--- config.mk ---
export PLATFORM = sky130hd
export DESIGN_NAME = pm_mailbox_irq
export DESIGN_NICKNAME = d
export VERILOG_FILES = /design/src/rtl/pmirq_pkg.sv /design/src/rtl/pmirq_pulse.sv /design/src/rtl/pmirq_route.sv /design/src/rtl/pm_mailbox_irq.sv
export SDC_FILE = /design/constraint.sdc
export NUM_CORES = 1
export LEC_CHECK = 0
export ABC_AREA = 1
export BUFFER_PORTS_ARGS = -buffer_cell sky130_fd_sc_hd__buf_2
export CAP_MARGIN = 30
export CORE_ASPECT_RATIO = 1.1
export CORE_UTILIZATION = 49
export CTS_BUF_LIST = sky130_fd_sc_hd__clkbuf_8
export CTS_CLUSTER_DIAMETER = 50
export CTS_CLUSTER_SIZE = 12
export DETAILED_ROUTE_END_ITERATION = 7
export PLACE_DENSITY_LB_ADDON = 0.15
export REMOVE_ABC_BUFFERS = 1
export SYNTH_ARGS = -nofsm -noshare
export SYNTH_HDL_FRONTEND = slang
export SYNTH_SLANG_ARGS = --single-unit
--- constraint.sdc ---
create_clock -name clk -period 1.55 [get_ports clk]
set_input_delay 0.31 -clock clk [delete_from_list [all_inputs] [get_ports clk]]
set_output_delay 0.31 -clock clk [all_outputs]
set_load 0.005 [all_outputs]
--- src/rtl/pmirq_pkg.sv ---
package pmirq_pkg;
    typedef enum logic {
        PG_IDLE   = 1'b0,
        PG_ACTIVE = 1'b1
    } pg_state_t;

    localparam int ST_OBF_BIT = 0;
    localparam int ST_IBF_BIT = 1;
    localparam int ST_CMD_BIT = 3;
    localparam logic [7:0] ST_CORE_MASK = 8'hF4;
endpackage

--- src/rtl/pmirq_pulse.sv ---
module pmirq_pulse
    import pmirq_pkg::*;
#(
    parameter int PW = 4
) (
    input  logic          clk,
    input  logic          rst_n,
    input  logic          trig,
    input  logic [PW-1:0] width,
    output logic          pulse
);
    pg_state_t     state_q, state_d;
    logic [PW-1:0] cnt_q, cnt_d;
    logic [PW-1:0] load_val;

    always_comb begin
        load_val = (width == '0) ? '0 : width - 1'b1;
    end

    always_comb begin
        state_d = state_q;
        cnt_d   = cnt_q;
        unique case (state_q)
            PG_IDLE: begin
                if (trig) begin
                    state_d = PG_ACTIVE;
                    cnt_d   = load_val;
                end
            end
            PG_ACTIVE: begin
                if (trig) begin
                    cnt_d = load_val;
                end else if (cnt_q == '0) begin
                    state_d = PG_IDLE;
                end else begin
                    cnt_d = cnt_q - 1'b1;
                end
            end
            default: state_d = PG_IDLE;
        endcase
    end

    always_ff @(posedge clk or negedge rst_n) begin
        if (!rst_n) begin
            state_q <= PG_IDLE;
            cnt_q   <= '0;
        end else begin
            state_q <= state_d;
            cnt_q   <= cnt_d;
        end
    end

    always_comb begin
        pulse = (state_q == PG_ACTIVE);
    end

    p_trig_starts_r6: assert property (@(posedge clk) disable iff (!rst_n)
        trig |=> pulse);
    p_count_holds_r6: assert property (@(posedge clk) disable iff (!rst_n)
        (pulse && cnt_q != '0) |=> pulse);
    p_idle_count_zero_r6: assert property (@(posedge clk) disable iff (!rst_n)
        !pulse |-> cnt_q == '0 || $past(trig) == 1'b0);
endmodule

--- src/rtl/pmirq_route.sv ---
module pmirq_route (
    input  logic pulse,
    input  logic host_en,
    input  logic core_en,
    input  logic sw_val,
    input  logic invert,
    output logic pin_n
);
    logic active;

    always_comb begin
        if (!core_en)      active = 1'b0;
        else if (host_en)  active = pulse;
        else               active = sw_val;
        pin_n = ~active ^ invert;
    end
endmodule

--- src/rtl/pm_mailbox_irq.sv ---
module pm_mailbox_irq
    import pmirq_pkg::*;
#(
    parameter int DW = 8,
    parameter int PW = 4
) (
    input  logic          clk,
    input  logic          rst_n,
    input  logic          host_wr_data,
    input  logic          host_wr_cmd,
    input  logic [DW-1:0] host_wdata,
    input  logic          host_rd,
    output logic [DW-1:0] host_rdata,
    input  logic          core_wr_silent,
    input  logic          core_wr_smi,
    input  logic          core_wr_sci,
    input  logic [DW-1:0] core_wdata,
    input  logic          core_rd_plain,
    input  logic          core_rd_sci,
    output logic [DW-1:0] core_rdata,
    input  logic          core_st_wr,
    input  logic [7:0]    core_st_wdata,
    input  logic          sci_trigger,
    input  logic [PW-1:0] smi_width,
    input  logic [PW-1:0] sci_width,
    input  logic          smi_host_en,
    input  logic          smi_core_en,
    input  logic          smi_sw_val,
    input  logic          smi_invert,
    input  logic          sci_host_en,
    input  logic          sci_core_en,
    input  logic          sci_sw_val,
    input  logic          sci_invert,
    output logic [7:0]    status,
    output logic [2:0]    src_flags,
    output logic          smi_n,
    output logic          sci_n
);
    logic [DW-1:0] odata_q, idata_q;
    logic          obf_q, ibf_q, cmd_q;
    logic [7:0]    user_q;
    logic          obf_smi_q, obf_sci_q, ibf_sci_q;
    logic          core_wr_any, host_wr_any, core_rd_any;
    logic          smi_trig, sci_trig;
    logic          smi_pulse, sci_pulse;

    always_comb begin
        core_wr_any = core_wr_silent | core_wr_smi | core_wr_sci;
        host_wr_any = host_wr_data | host_wr_cmd;
        core_rd_any = core_rd_plain | core_rd_sci;
        smi_trig    = core_wr_smi;
        sci_trig    = core_wr_sci | core_rd_sci | sci_trigger;
    end

    always_ff @(posedge clk or negedge rst_n) begin
        if (!rst_n) begin
            odata_q   <= '0;
            obf_q     <= 1'b0;
            obf_smi_q <= 1'b0;
            obf_sci_q <= 1'b0;
        end else begin
            if (core_wr_any) begin
                odata_q <= core_wdata;
                obf_q   <= 1'b1;
                if (core_wr_smi) obf_smi_q <= 1'b1;
                if (core_wr_sci) obf_sci_q <= 1'b1;
            end else if (host_rd) begin
                obf_q     <= 1'b0;
                obf_smi_q <= 1'b0;
                obf_sci_q <= 1'b0;
            end
        end
    end

    always_ff @(posedge clk or negedge rst_n) begin
        if (!rst_n) begin
            idata_q   <= '0;
            ibf_q     <= 1'b0;
            cmd_q     <= 1'b0;
            ibf_sci_q <= 1'b0;
        end else begin
            if (host_wr_any) begin
                idata_q   <= host_wdata;
                ibf_q     <= 1'b1;
                cmd_q     <= host_wr_cmd;
                ibf_sci_q <= 1'b0;
            end else begin
                if (core_rd_any)                 ibf_q     <= 1'b0;
                if (core_rd_sci || sci_trigger)  ibf_sci_q <= 1'b1;
            end
        end
    end

    always_ff @(posedge clk or negedge rst_n) begin
        if (!rst_n) begin
            user_q <= '0;
        end else if (core_st_wr) begin
            user_q <= core_st_wdata & ST_CORE_MASK;
        end
    end

    always_comb begin
        status             = user_q;
        status[ST_OBF_BIT] = obf_q;
        status[ST_IBF_BIT] = ibf_q;
        status[ST_CMD_BIT] = cmd_q;
        host_rdata         = odata_q;
        core_rdata         = idata_q;
        src_flags          = {ibf_sci_q, obf_sci_q, obf_smi_q};
    end

    pmirq_pulse #(.PW(PW)) u_smi_pulse (
        .clk(clk), .rst_n(rst_n), .trig(smi_trig), .width(smi_width), .pulse(smi_pulse)
    );
    pmirq_pulse #(.PW(PW)) u_sci_pulse (
        .clk(clk), .rst_n(rst_n), .trig(sci_trig), .width(sci_width), .pulse(sci_pulse)
    );

    pmirq_route u_smi_route (
        .pulse(smi_pulse), .host_en(smi_host_en), .core_en(smi_core_en),
        .sw_val(smi_sw_val), .invert(smi_invert), .pin_n(smi_n)
    );
    pmirq_route u_sci_route (
        .pulse(sci_pulse), .host_en(sci_host_en), .core_en(sci_core_en),
        .sw_val(sci_sw_val), .invert(sci_invert), .pin_n(sci_n)
    );

    p_wr_sets_obf_r1: assert property (@(posedge clk) disable iff (!rst_n)
        core_wr_any |=> status[ST_OBF_BIT]);
    p_src_follow_obf_r2: assert property (@(posedge clk) disable iff (!rst_n)
        !status[ST_OBF_BIT] |-> (src_flags[1:0] == 2'b00));
    p_rd_clears_ibf_r3: assert property (@(posedge clk) disable iff (!rst_n)
        (core_rd_any && !host_wr_any) |=> !status[ST_IBF_BIT]);
    p_ibf_set_clears_sci_r4: assert property (@(posedge clk) disable iff (!rst_n)
        host_wr_any |=> (status[ST_IBF_BIT] && !src_flags[2]));
    p_smi_idle_pin_r7: assert property (@(posedge clk) disable iff (!rst_n)
        !smi_core_en |-> (smi_n == ~smi_invert));
    p_core_bits_only_r9: assert property (@(posedge clk) disable iff (!rst_n)
        (core_st_wr && !core_wr_any && !host_rd && !host_wr_any && !core_rd_any)
        |=> $stable({status[ST_CMD_BIT], status[ST_IBF_BIT], status[ST_OBF_BIT]}));
endmodule

; ---- After elaboration in Yosys (flattened, before gate mapping)
; Index checks and enable logic that the tools add are counted.
[totals]
rom_bits = 0
latch_bits = 0
ram_bits = 0
word_cells = 79
register_bits = 37
n_memories = 0
[op_classes]
div_mod_pow = 0
n_mul = 0
mux = 32
addsub = 4
shifts = 0
n_reduce_logical = 12
eq_ne = 6
n_bitwise = 12
magnitude_cmp = 0
[op_table]
columns = op, n
row1 = $mux W4, 8
row2 = $mux W1, 20
row3 = $logic_not A4 Y1, 4
row4 = $pmux W4 S2, 2
row5 = $sub A4 B1 Y4 const B, 4
row6 = $ne A2 B2 Y1 const B, 4
row7 = $reduce_and A2 Y1, 4
row8 = $ne A3 B3 Y1 const B, 2
row9 = $or A1 B1 Y1, 6
row10 = $reduce_bool A2 Y1, 3
row11 = $not A1 Y1, 4
row12 = $pmux W1 S2, 2
row13 = $xor A1 B1 Y1, 2
row14 = $logic_or A1 B1 Y1, 1

; ---- Longest topological paths before layout
; Gate-level depths: netlist of run 1.
[depth]
depth_word = 4
mapped_depth = 8
depth_no_buf = 8

; ---- Hierarchy
; Synthesis of run 1 repeated with hierarchy kept, for this count alone.
[hier_totals]
cells_unflattened = 271
hier_area_um2 = 1995.7
[by_module_without_submodules]
columns = module, seq_area_each_um2, cells_each, area_per_inst_um2, instances
row1 = pm_mailbox_irq, 675.6, 123, 1119.8, 1
row2 = pmirq_pulse, 125.1, 61, 386.6, 2
row3 = pmirq_route, 0.0, 13, 51.3, 2

; ---- Worst setup path before layout of run 1
; Ideal clock, no wire load.
[synth_path]
path_kind = flip-flop to flip-flop
start = register u_sci_pulse.cnt_q[0]
end = register u_sci_pulse.cnt_q[1]
required_ns = 1.429
path_stages_with_launch = 8
arrival_ns = 0.997
n_path_buf = 0
slack_ns = 0.431
path_cell_list = dfrtp_1 -> inv_1 -> ha_1 -> nand3_1 -> nand2_1 -> nand2_4 -> nand3_1 -> o21ai_1
[synth_between]
elab_chain_len = 4
[synth_rtl]
columns = element, line_no
row1 = from (decl), pmirq_pulse.sv:13  ; logic [PW-1:0] cnt_q, cnt_d;
row2 = from (signal assigned), pmirq_pulse.sv:49  ; cnt_q <= cnt_d;
row3 = $sub A4 B1 Y4, pmirq_pulse.sv:36  ; cnt_d = cnt_q - 1'b1;
row4 = $mux W4, pmirq_pulse.sv:33  ; end else if (cnt_q == '0) begin
row5 = $mux W4, pmirq_pulse.sv:31  ; if (trig) begin
row6 = $pmux W4 S2, pmirq_pulse.sv:23  ; unique case (state_q)
; Parallel ways exist; a longest one is shown, timed or not. The select of a mux whose other input is x is not followed.
; A chain may end at the register's enable or synchronous reset.

; ---- Worst setup path after layout of run 1
[layout_path]
start = register u_sci_pulse.state_q (netlist: u_sci_pulse.pulse)
end = output sci_n
[layout_between]
elab_chain_len = 4
[layout_rtl]
columns = element, line_no
row1 = from (decl), pmirq_pulse.sv:12  ; pg_state_t state_q, state_d;
row2 = from (signal assigned), pmirq_pulse.sv:48  ; state_q <= state_d;
row3 = $mux W1, pmirq_route.sv:13  ; else if (host_en) active = pulse;
row4 = $mux W1, pmirq_route.sv:12  ; if (!core_en) active = 1'b0;
row5 = $not A1 Y1, pmirq_route.sv:15  ; pin_n = ~active ^ invert;
row6 = $xor A1 B1 Y1, pmirq_route.sv:15
row7 = to (decl), pm_mailbox_irq.sv:37  ; output logic sci_n
; Every way passes these cells.

==> results.py, run 1 <==
metrics = {
    "power": {
        "seqPwrFrac_pct": 47.7,
        "switching_share_pct": 29.9,
        "switching_power_uw": 729,
        "power.internal_mw": 1.71,
        "p_per_area_mw_per_mm2": 1040,
        "clkPwrFrac_pct": 26.7,
        "ir_drop_uv": 545,
        "leakage_nw": 1.33,
        "p_comb_share_pct": 25.5,
    },
    "setup_path": {
        "critPathCaptureType": "output pin",
        "critPathSlowestCell": "dfrtp_1",
        "start_kind": "register",
        "critPathMaxFanout": 3,
        "crit_required_ns": 1.24,
        "crit_arrival_ns": 1.13,
        "cp_cell_sequence": "inv_1, a21oi_1, xnor2_1, buf_2",
        "setup.worst_path.class": "register to output pin",
        "ff2ff_setup_slack_ns": 0.32,
        "slowest_delay_ns": 0.36,
    },
    "layout": {
        "multi_input_area_sq_um": 762,
        "mostFrequentLayoutCells": "nand2_1 (79), buf_2 (77), dfrtp_1 (37)",
        "fill_cells": 300,
        "drive_above_1_share_pct": 35.0,
        "regArea_sq_um": 926,
        "antennaDiodeCount": 0,
        "final_cell_area_sq_mm": 0.00235,
        "final_common_cell": "nand2_1",
        "fin_cells": 348,
        "area_growth_pct": 28.5,
        "finalNetCount": 356,
    },
    "synthesis": {
        "synth_seq_cells": 37,
        "avgSynthCellArea_sq_um": 8.31,
        "ys_seq_area_share_pct": 50.6,
        "synth.distinct_cells": 22,
        "async_reset_ff_share_pct": 100,
        "syn_area_sq_mm": 0.00183,
        "yosysWarnings": 0,
        "synth-edff-count": 0,
        "syn_inst": 220,
        "synthTopCellsByArea": "dfrtp_1 (51%), nand2_1 (16%), nand3_1 (4.7%)",
        "synth_ff_type": "dfrtp_1",
        "synth_top_area_cell": "dfrtp_1",
        "synth_top_area_share_pct": 50.6,
    },
    "floorplanning": {
        "core_sq_mm": 0.00344,
        "die_x_microns": 60.3,
        "dieArea_sq_mm": 0.00398,
        "start_util_pct": 53.2,
        "chipHeight_microns": 66.1,
        "io_pins": 81,
        "fp-row-count": 22,
    },
    "drt": {
        "routedWlPerCell_microns": 10.6,
        "vias_per_cell": 4.64,
        "drc": 0,
        "ant_nets": 0,
        "firstDrtPassIters": 6,
        "drt_iter0_drc": 51,
        "routed_wl_microns": 3700,
        "vias": 1613,
    },
    "global_routing": {
        "grt_antenna_before_repair": 0,
        "grt_pass1_vias": 1516,
        "grt_pass1_wl_microns": 6150,
        "grt_overflow": 0,
        "grtUsageTotal_pct": 20.6,
        "grt_max_degree": 22,
    },
    "cts": {
        "ctsResizeCount": 0,
        "numClockSinks": 37,
        "cts_root_buf": "clkbuf_8",
        "clockBufferDepth": 2,
        "clk_pin_slew_ns": 0.07,
        "clk_latency_ns": 0.28,
        "cts_buffers": 5,
        "cts_tree": "built",
        "htree_num_levels": 2,
    },
    "sta": {
        "finalHoldViolCount": 0,
        "finalSetupTns_ns": 0,
        "finClkSkew_ns": 0.000998,
        "rsz0062_at_grt": "false",
        "slew_headroom_pct": 73.9,
        "period_needed_ns": 1.44,
        "maxSlewViolCount": 0,
        "fmax_ghz": 0.694,
        "whs_ns": 0.215,
        "setup_viol": 0,
        "finalCritPeriodShare_pct": 93.0,
        "tightest_slew_ns": 0.391,
    },
    "status": {
        "status": "finished, final reports clean",
    },
    "placed_design": {
        "gp_congestion": 0.827,
        "dp_hpwl_microns": 2880,
        "placed_cells": 339,
        "placed_cell_area_sq_mm": 0.00225,
        "io_buffers": 77,
    },
    "hold_path": {
        "hold_class": "input port to register",
    },
    "job": {
        "maxCapViolCount": 0,
    },
}
## stage by stage
stage	setup slack [ns]	utilization (%)	power [mW]
after floorplan	0.431	-	1.56
after global placement	0.274	65.3	1.78
after detailed placement	0.278	65.3	1.80
after CTS	0.0501	68.1	2.45
after global routing	0.0171	68.3	2.61
final	0.108	68.3	2.44
## cell type report
cell class,count,share of cell area [%]
well taps,48,2.55
multi-input cells,152,32.4
clock inverters,1,0.160
inverters,23,3.67
repair buffers,81,18.3
flip-flops and latches,37,39.4
clock buffers,6,3.51
## critical path: cells and delay by family (launching register included)
kind | cells | cell delay, ns
AOI/OAI and AO/OA | 1 | 0.16
xor gates and xnor gates | 1 | 0.13
buffers and inverters | 2 | 0.22
DFF | 1 | 0.36
## power groups by stage
stage / clock network [mW] / registers (mW) / logic [mW]
2_1_floorplan: 0 / 1.18 / 0.375
3_3_place_gp: 0 / 1.18 / 0.600
3_5_place_dp: 0 / 1.18 / 0.612
4_1_cts: 0.668 / 1.17 / 0.615
5_1_grt: 0.714 / 1.18 / 0.720
6_report: 0.652 / 1.16 / 0.623
## worst paths after layout
kind	from	to	depth (start not counted)
setup / recovery	u_sci_pulse.pulse	sci_n	4
hold / removal	host_rd	obf_q	2
setup reg to reg	u_sci_pulse.cnt_q[0]	u_sci_pulse.cnt_q[1]	7
hold reg to reg	host_rdata[4]	host_rdata[4]	2
max in group asynchronous	rst_n	host_rdata[5]	3
min in group asynchronous	rst_n	core_rdata[6]	2
## cells in the mapped netlist (3+ instances only)
cell type  instances
nand2_1           79
dfrtp_1           37
nand3_1           17
inv_1             14
nor2_1            14
inv_2              9
o21ai_1            8
buf_4              6
mux2_1             5
o21ai_0            5
a21oi_1            4
ha_1               4
nand2_2            3
xnor2_1            3
## flip-flops by register name, summed over array words and instances (netlist names), 4 cells and up
register	count
user_q	5
core_rdata	8
u_sci_pulse.cnt_q	4
u_smi_pulse.cnt_q	4
host_rdata	8
## routing by layer
layer	vias up	GRT usage [%]	share of wire (%)
met4	0	8.14	1.2
met5	-	0	0
met3	5	4.11	6.0
met1	711	25.8	46
met2	59	34.5	47
li1	838	-	-
## kinds of logic after synthesis
kind of cell               after synthesis  synth area share [%]
AOI/OAI and AO/OA                       21                  6.50
xor gates and xnor gates                 3                  1.44
buffers and inverters                   31                  7.73
muxes                                    5                  3.08
adders and majority gates                4                  2.74
and+or+nand+nor                        119                  27.9
DFF                                     37                  50.6
## timing repair
item | in CTS | in global routing
endpoints found under the setup margin | 0 | 1
endpoints found under the hold margin | 16 | 0
setup buffers | 0 | 1
hold buffers | 1 | 0
Note: power is estimated with default switching activity, not from simulation.
==> inputs of run 2 (changes only) <==
--- a/config.mk
+++ b/config.mk
@@ -9,7 +9,7 @@
 export BUFFER_PORTS_ARGS = -buffer_cell sky130_fd_sc_hd__buf_2
 export CAP_MARGIN = 30
 export CORE_ASPECT_RATIO = 1.1
-export CORE_UTILIZATION = 49
+export CORE_UTILIZATION = 50
 export CTS_BUF_LIST = sky130_fd_sc_hd__clkbuf_8
 export CTS_CLUSTER_DIAMETER = 50
 export CTS_CLUSTER_SIZE = 12
@@ -18,4 +18,5 @@
 export REMOVE_ABC_BUFFERS = 1
 export SYNTH_ARGS = -nofsm -noshare
 export SYNTH_HDL_FRONTEND = slang
+export SYNTH_HIERARCHICAL = 1
 export SYNTH_SLANG_ARGS = --single-unit
==> constraint.sdc (replaced) <==
create_clock -name clk -period 1.6 [get_ports clk]
set_input_delay 0.32 -clock clk [delete_from_list [all_inputs] [get_ports clk]]
set_output_delay 0.32 -clock clk [all_outputs]
set_load 0.005 [all_outputs]
==> run 2 against run 1 <==
Net effect:
- critical path type unchanged
- non-clock buffer count increased by 1
- worst hold slack improved by 0.015 ns
- final area grew 7.5%
- combinational power up 1%
- largest cell class unchanged
==> results.py, run 2 <==
metrics = {
    "status": {
        "status": "finished, final reports clean",
    },
    "synthesis": {
        "syn_area_sq_mm": 0.00200,
        "yosysMostFrequentCell": "nand2_1",
        "yosysWarnings": 6,
        "avgSynthCellArea_sq_um": 7.36,
        "syn_inst": 271,
        "ys_seq_area_share_pct": 46.4,
        "synth_top_area_share_pct": 46.4,
        "synth_seq_cells": 37,
        "synth.distinct_cells": 21,
        "synth-edff-count": 0,
        "synth_top_area_cell": "dfrtp_1",
        "synth_common_cells": "nand2_1 (101), dfrtp_1 (37), inv_1 (33)",
        "synthTopCellsByArea": "dfrtp_1 (46%), nand2_1 (19%), nand3_1 (7.0%)",
        "synth_ff_type": "dfrtp_1",
        "async_reset_ff_share_pct": 100,
    },
    "layout": {
        "drive_above_1_share_pct": 31.3,
        "final_common_cell": "nand2_1",
        "antennaDiodeCount": 0,
        "mostFrequentLayoutCells": "nand2_1 (101), buf_2 (77), dfrtp_1 (37)",
        "area_growth_pct": 26.6,
        "fin_cells": 401,
        "finalNetCount": 406,
    },
    "cts": {
        "cts_tree": "built",
        "cts_buffers": 5,
        "clockBufferDepth": 2,
        "post_cts.repair.setup_buffers": 0,
        "clk_pin_slew_ns": 0.07,
        "htree_num_levels": 2,
        "clk_latency_ns": 0.28,
        "cts_root_buf": "clkbuf_8",
        "numClockSinks": 37,
    },
    "floorplanning": {
        "dieArea_sq_mm": 0.00425,
        "io_pins": 81,
        "die_x_microns": 62.2,
        "fp-row-count": 23,
        "start_util_pct": 53.3,
        "chipHeight_microns": 68.3,
        "core_sq_mm": 0.00374,
    },
    "power": {
        "p_per_area_mw_per_mm2": 1000,
        "ir_drop_uv": 735,
        "leakage_nw": 1.49,
    },
    "sta": {
        "finClkSkew_ns": 0.00693,
        "finalHoldViolCount": 0,
        "slew_headroom_pct": 71.5,
        "finalSetupTns_ns": 0,
        "setup_viol": 0,
        "maxSlewViolCount": 0,
        "finalCritPeriodShare_pct": 91.5,
        "rsz0062_at_grt": "false",
        "fmax_ghz": 0.683,
        "period_needed_ns": 1.46,
        "tightest_slew_ns": 0.428,
    },
    "setup_path": {
        "cp_cell_sequence": "inv_1, nand2_1, nand3_1, nand2_1, nand2_1, buf_2",
        "crit_arrival_ns": 1.14,
        "cpMostUsedCell": "nand2_1",
        "setup.worst_path.class": "register to output pin",
        "reg2reg_depth": 7,
        "start_kind": "register",
        "critPathMaxFanout": 5,
        "slowest_delay_ns": 0.45,
        "critPathCaptureType": "output pin",
        "crit_required_ns": 1.28,
        "critPathSlowestCell": "dfrtp_1",
    },
    "drt": {
        "drt_iter0_drc": 83,
        "routed_wl_microns": 3890,
        "ant_nets": 0,
        "firstDrtPassIters": 4,
        "drc": 0,
        "vias_per_cell": 4.53,
        "vias": 1817,
        "routedWlPerCell_microns": 9.69,
    },
    "job": {
        "maxCapViolCount": 0,
    },
    "hold_path": {
        "hold_depth": 3,
        "hold_class": "input port to register",
    },
    "placed_design": {
        "dp_hpwl_microns": 3140,
        "io_buffers": 77,
        "gp_congestion": 0.814,
        "placed_cells": 392,
    },
    "global_routing": {
        "grt_pass1_vias": 1655,
        "grt_max_degree": 20,
        "grt_overflow": 0,
        "grtUsageTotal_pct": 19.8,
        "grt_pass1_wl_microns": 6640,
        "grt_antenna_before_repair": 0,
    },
}
## run 2: cell types whose count changed after synthesis, moves of 3 or more
cell / delta
mux2_1: -5
nor2_1: +6
o21ai_1: -4
nand2_1: +22
inv_1: +19
nand2_2: +3
xnor2_1: -3
nand3_1: +11
## run 2: path summary, 6_finish.rpt
path	startpoint	endpoint	slack (ns)
setup reg to reg	u_smi_pulse/cnt_q[0]	u_smi_pulse/cnt_q[3]	0.39
hold reg to reg	ibf_q	ibf_q	0.48
setup / recovery	u_sci_pulse/pulse	sci_n	0.14
max in group asynchronous	rst_n	obf_q	0.65
min in group asynchronous	rst_n	user_q[7]	0.50
hold / removal	core_wdata[6]	host_rdata[6]	0.23
## run 2: worst max-delay path, delay by kind of cell, from the launching register on
kind,cells,cell delay (ns)
flip-flops,1,0.45
AND/OR/NAND/NOR,4,0.25
buffers and inverters,2,0.18
## run 2: area by class of cell
| type | count | area, sq um |
|---|---|---|
| fill | 336 | 1210 |
| inverter | 40 | 150 |
| sequential | 37 | 926 |
| multi-input combinational | 184 | 840 |
| clock buffer | 5 | 68.8 |
| clock inverter | 3 | 42.5 |
| timing repair buffer | 82 | 438 |
| tap | 50 | 62.6 |
## run 2: per-layer routing
metal	share of wire (%)	track usage, %	wire length (microns)
met5	0	0	0
met2	48	35.0	1870
met1	46	24.4	1780
met4	0.67	4.36	26
met3	5.6	5.33	216
## run 2: power breakdown
group	internal (mW)	total [mW]	leakage [nW]	switching, mW
Sequential	1.06	1.14	0.427	0.0841
Clock	0.461	0.769	0.0595	0.308
Combinational	0.266	0.629	1.01	0.363
Total	1.78	2.54	1.49	0.755
## run 2: stage by stage
step | area, sq um | setup slack [ns] | hold WS [ns] | total power, mW | utilization, %
detailed placement | 2410 | 0.273 | 0.285 | 1.79 | 64.3
CTS | 2530 | 0.131 | 0.221 | 2.56 | 67.6
global placement | 2410 | 0.284 | 0.283 | 1.77 | 64.3
finish | 2530 | 0.137 | 0.230 | 2.54 | 67.6
global route | 2530 | 0.0129 | 0.224 | 2.75 | 67.6
floorplan | 1920 | 0.524 | 0.0244 | 1.55 | -
## run 2: logic make-up after synthesis
logic type                 count (synthesis)  synth area share (%)
AOI/OAI and AO/OA                         16                  4.39
adders and majority gates                  4                  2.51
and+or+nand+nor                          164                  35.2
buffers and inverters                     50                  11.5
DFF                                       37                  46.4
## run 2: timing repair
action,CTS,global route
setup endpoints to repair,0,0
gates resized for setup,0,0
hold buffers,1,0
hold endpoints to repair,18,0
==> inputs of run 3 (changes only) <==
--- a/config.mk
+++ b/config.mk
@@ -9,13 +9,14 @@
 export BUFFER_PORTS_ARGS = -buffer_cell sky130_fd_sc_hd__buf_2
 export CAP_MARGIN = 30
 export CORE_ASPECT_RATIO = 1.1
-export CORE_UTILIZATION = 50
+export CORE_UTILIZATION = 45
 export CTS_BUF_LIST = sky130_fd_sc_hd__clkbuf_8
 export CTS_CLUSTER_DIAMETER = 50
 export CTS_CLUSTER_SIZE = 12
 export DETAILED_ROUTE_END_ITERATION = 7
 export PLACE_DENSITY_LB_ADDON = 0.15
 export REMOVE_ABC_BUFFERS = 1
+export SETUP_SLACK_MARGIN = 0.5
 export SYNTH_ARGS = -nofsm -noshare
 export SYNTH_HDL_FRONTEND = slang
 export SYNTH_HIERARCHICAL = 1
==> constraint.sdc (replaced) <==
create_clock -name clk -period 1.3 [get_ports clk]
set_input_delay 0.26 -clock clk [delete_from_list [all_inputs] [get_ports clk]]
set_output_delay 0.26 -clock clk [all_outputs]
set_load 0.005 [all_outputs]
==> run 3 against run 2 <==
Net effect:
- worst hold slack got worse by 0.071 ns
- critical path type unchanged
- non-clock buffer count is 18 higher
- the flow now finishes with violations (setup timing)
- power is 41% higher
- utilization fell by 0.93 points
==> results.py, run 3 (same netlist as run 2, synthesis figures left out) <==
metrics = {
    "sta": {
        "setup_ws_ns": -0.0252,
        "rsz0062_at_grt": "true",
        "whs_ns": 0.159,
        "tightest_slew_ns": 0.270,
        "fmax_ghz": 0.755,
        "setup_viol": 2,
        "finClkSkew_ns": 0.00254,
        "slew_headroom_pct": 82.0,
        "period_needed_ns": 1.33,
        "finalCritPeriodShare_pct": 102,
        "maxSlewViolCount": 0,
        "finalHoldViolCount": 0,
    },
    "setup_path": {
        "path_delay_family": "flip-flops",
        "critPathCaptureType": "output pin",
        "crit_path_start": "u_sci_pulse/pulse",
        "worst-path-buf-inv": 2,
        "r2r-start": "u_sci_pulse/cnt_q[1]",
        "critPathSlowestCell": "dfrtp_1",
        "reg2reg_depth": 7,
        "start_kind": "register",
        "slowest_delay_ns": 0.40,
        "crit_arrival_ns": 1.07,
        "crit_required_ns": 1.04,
        "cpMostUsedCell": "nand2_1",
        "cp_cell_sequence": "inv_1, nand2_1, nand3_1, nand2_1, nand2_1, buf_2",
        "rr_endpoint": "u_sci_pulse/cnt_q[2]",
        "critPathMaxFanout": 3,
        "ff2ff_setup_slack_ns": 0.15,
        "setup.worst_path.class": "register to output pin",
    },
    "floorplanning": {
        "io_pins": 81,
        "fp-row-count": 25,
        "dieArea_sq_mm": 0.00471,
        "core_sq_mm": 0.00429,
        "chipHeight_microns": 71.8,
        "die_x_microns": 65.5,
        "start_util_pct": 46.6,
    },
    "layout": {
        "finalNetCount": 424,
        "fin_cells": 423,
        "antennaDiodeCount": 0,
        "fill_cells": 375,
        "area_growth_pct": 43.1,
        "final_cell_area_sq_mm": 0.00286,
        "final_common_cell": "nand2_1",
        "drive_above_1_share_pct": 43.1,
        "mostFrequentLayoutCells": "nand2_1 (92), buf_2 (77), dfrtp_1 (37)",
    },
    "hold_path": {
        "min_to": "core_rdata[5]",
        "hp-start": "host_wdata[5]",
        "hold_class": "input port to register",
        "hold_depth": 3,
    },
    "drt": {
        "drc": 0,
        "routed_wl_microns": 4470,
        "drt_iter0_drc": 83,
        "firstDrtPassIters": 4,
        "vias": 1934,
        "routedWlPerCell_microns": 10.6,
        "vias_per_cell": 4.57,
        "ant_nets": 0,
    },
    "global_routing": {
        "grt_pass1_vias": 1857,
        "grt_pass1_wl_microns": 7360,
        "grtUsageTotal_pct": 20.7,
        "grt_max_degree": 38,
        "grt_overflow": 0,
        "grt_antenna_before_repair": 0,
    },
    "cts": {
        "clk_latency_ns": 0.29,
        "cts_tree": "built",
        "numClockSinks": 37,
        "clk_pin_slew_ns": 0.07,
        "cts_buffers": 5,
        "htree_num_levels": 2,
        "cts_root_buf": "clkbuf_8",
        "clockBufferDepth": 2,
    },
    "status": {
        "violations": "setup timing",
        "status": "finished, violations left",
    },
    "job": {
        "maxCapViolCount": 0,
    },
    "power": {
        "power_mw": 3.57,
        "ir_drop_uv": 916,
        "leakage_nw": 1.63,
        "p_per_area_mw_per_mm2": 1250,
    },
    "placed_design": {
        "placed_cells": 397,
        "dp_hpwl_microns": 2990,
        "placed_cell_area_sq_mm": 0.00242,
        "gp_congestion": 0.758,
        "io_buffers": 77,
    },
}
## run 3: cell count changes in the layout (fill, tap and decap cells not counted), sizes merged
cell	delta
buf	+18
clkbuf	+1
clkinv	-1
clkinvlp	+1
inv	-1
## run 3: tightest hold or removal path, cell delays in order
cell     delay (ns)
buf_2          0.07
nand2_1        0.04
nand2_1        0.04
## run 3: timing repair
item,4_1_cts,5_1_grt
endpoints found under the setup margin,41,41
pin swaps,10,5
resized for setup,26,21
endpoints found under the hold margin,37,0
hold buffers,1,0
cloned,0,0
setup buffers,10,7
## run 3: metrics by stage
step / worst slack [ns] / TNS [ns] / utilization, %
global route: -0.154 / -0.287 / 66.6
floorplan: 0.224 / 0 / -
finish: -0.0252 / -0.0320 / 66.6
detailed placement: 0.0200 / 0 / 56.4
global placement: 0.0510 / 0 / 56.4
CTS: -0.0208 / -0.0310 / 63.6
## run 3: how the worst max path moves through the flow
stage	to	cells past startpoint	slack [ns]
floorplan	u_sci_pulse/cnt_q[2]	7	0.22
global placement	u_sci_pulse/cnt_q[3]	9	0.05
detailed placement	u_sci_pulse/cnt_q[3]	9	0.02
CTS	sci_n	6	-0.02
global route	sci_n	6	-0.15
finish	sci_n	6	-0.03
## run 3: final cells by class
cell class / instances / area [sq um] / area share (%)
Inverter: 40 / 153 / 5.35
Sequential cell: 37 / 926 / 32.4
Multi-Input combinational cell: 184 / 1000 / 35.2
Clock buffer: 6 / 82.6 / 2.89
Tap cell: 54 / 67.6 / 2.37
Timing Repair Buffer: 100 / 584 / 20.5
Clock inverter: 2 / 37.5 / 1.31
## run 3: metal layers
layer,vias up,GRT usage (%),share of wire [%]
li1,1011,-,-
met1,850,23.5,44
met5,-,0,0
met4,0,8.21,1.8
met2,64,35.4,47
met3,9,6.85,7.2
## run 3: power by group
part           internal [mW]  switching [mW]
combinational          0.523           0.610
clock                  0.623           0.410
sequential              1.30           0.104
total                   2.45            1.12
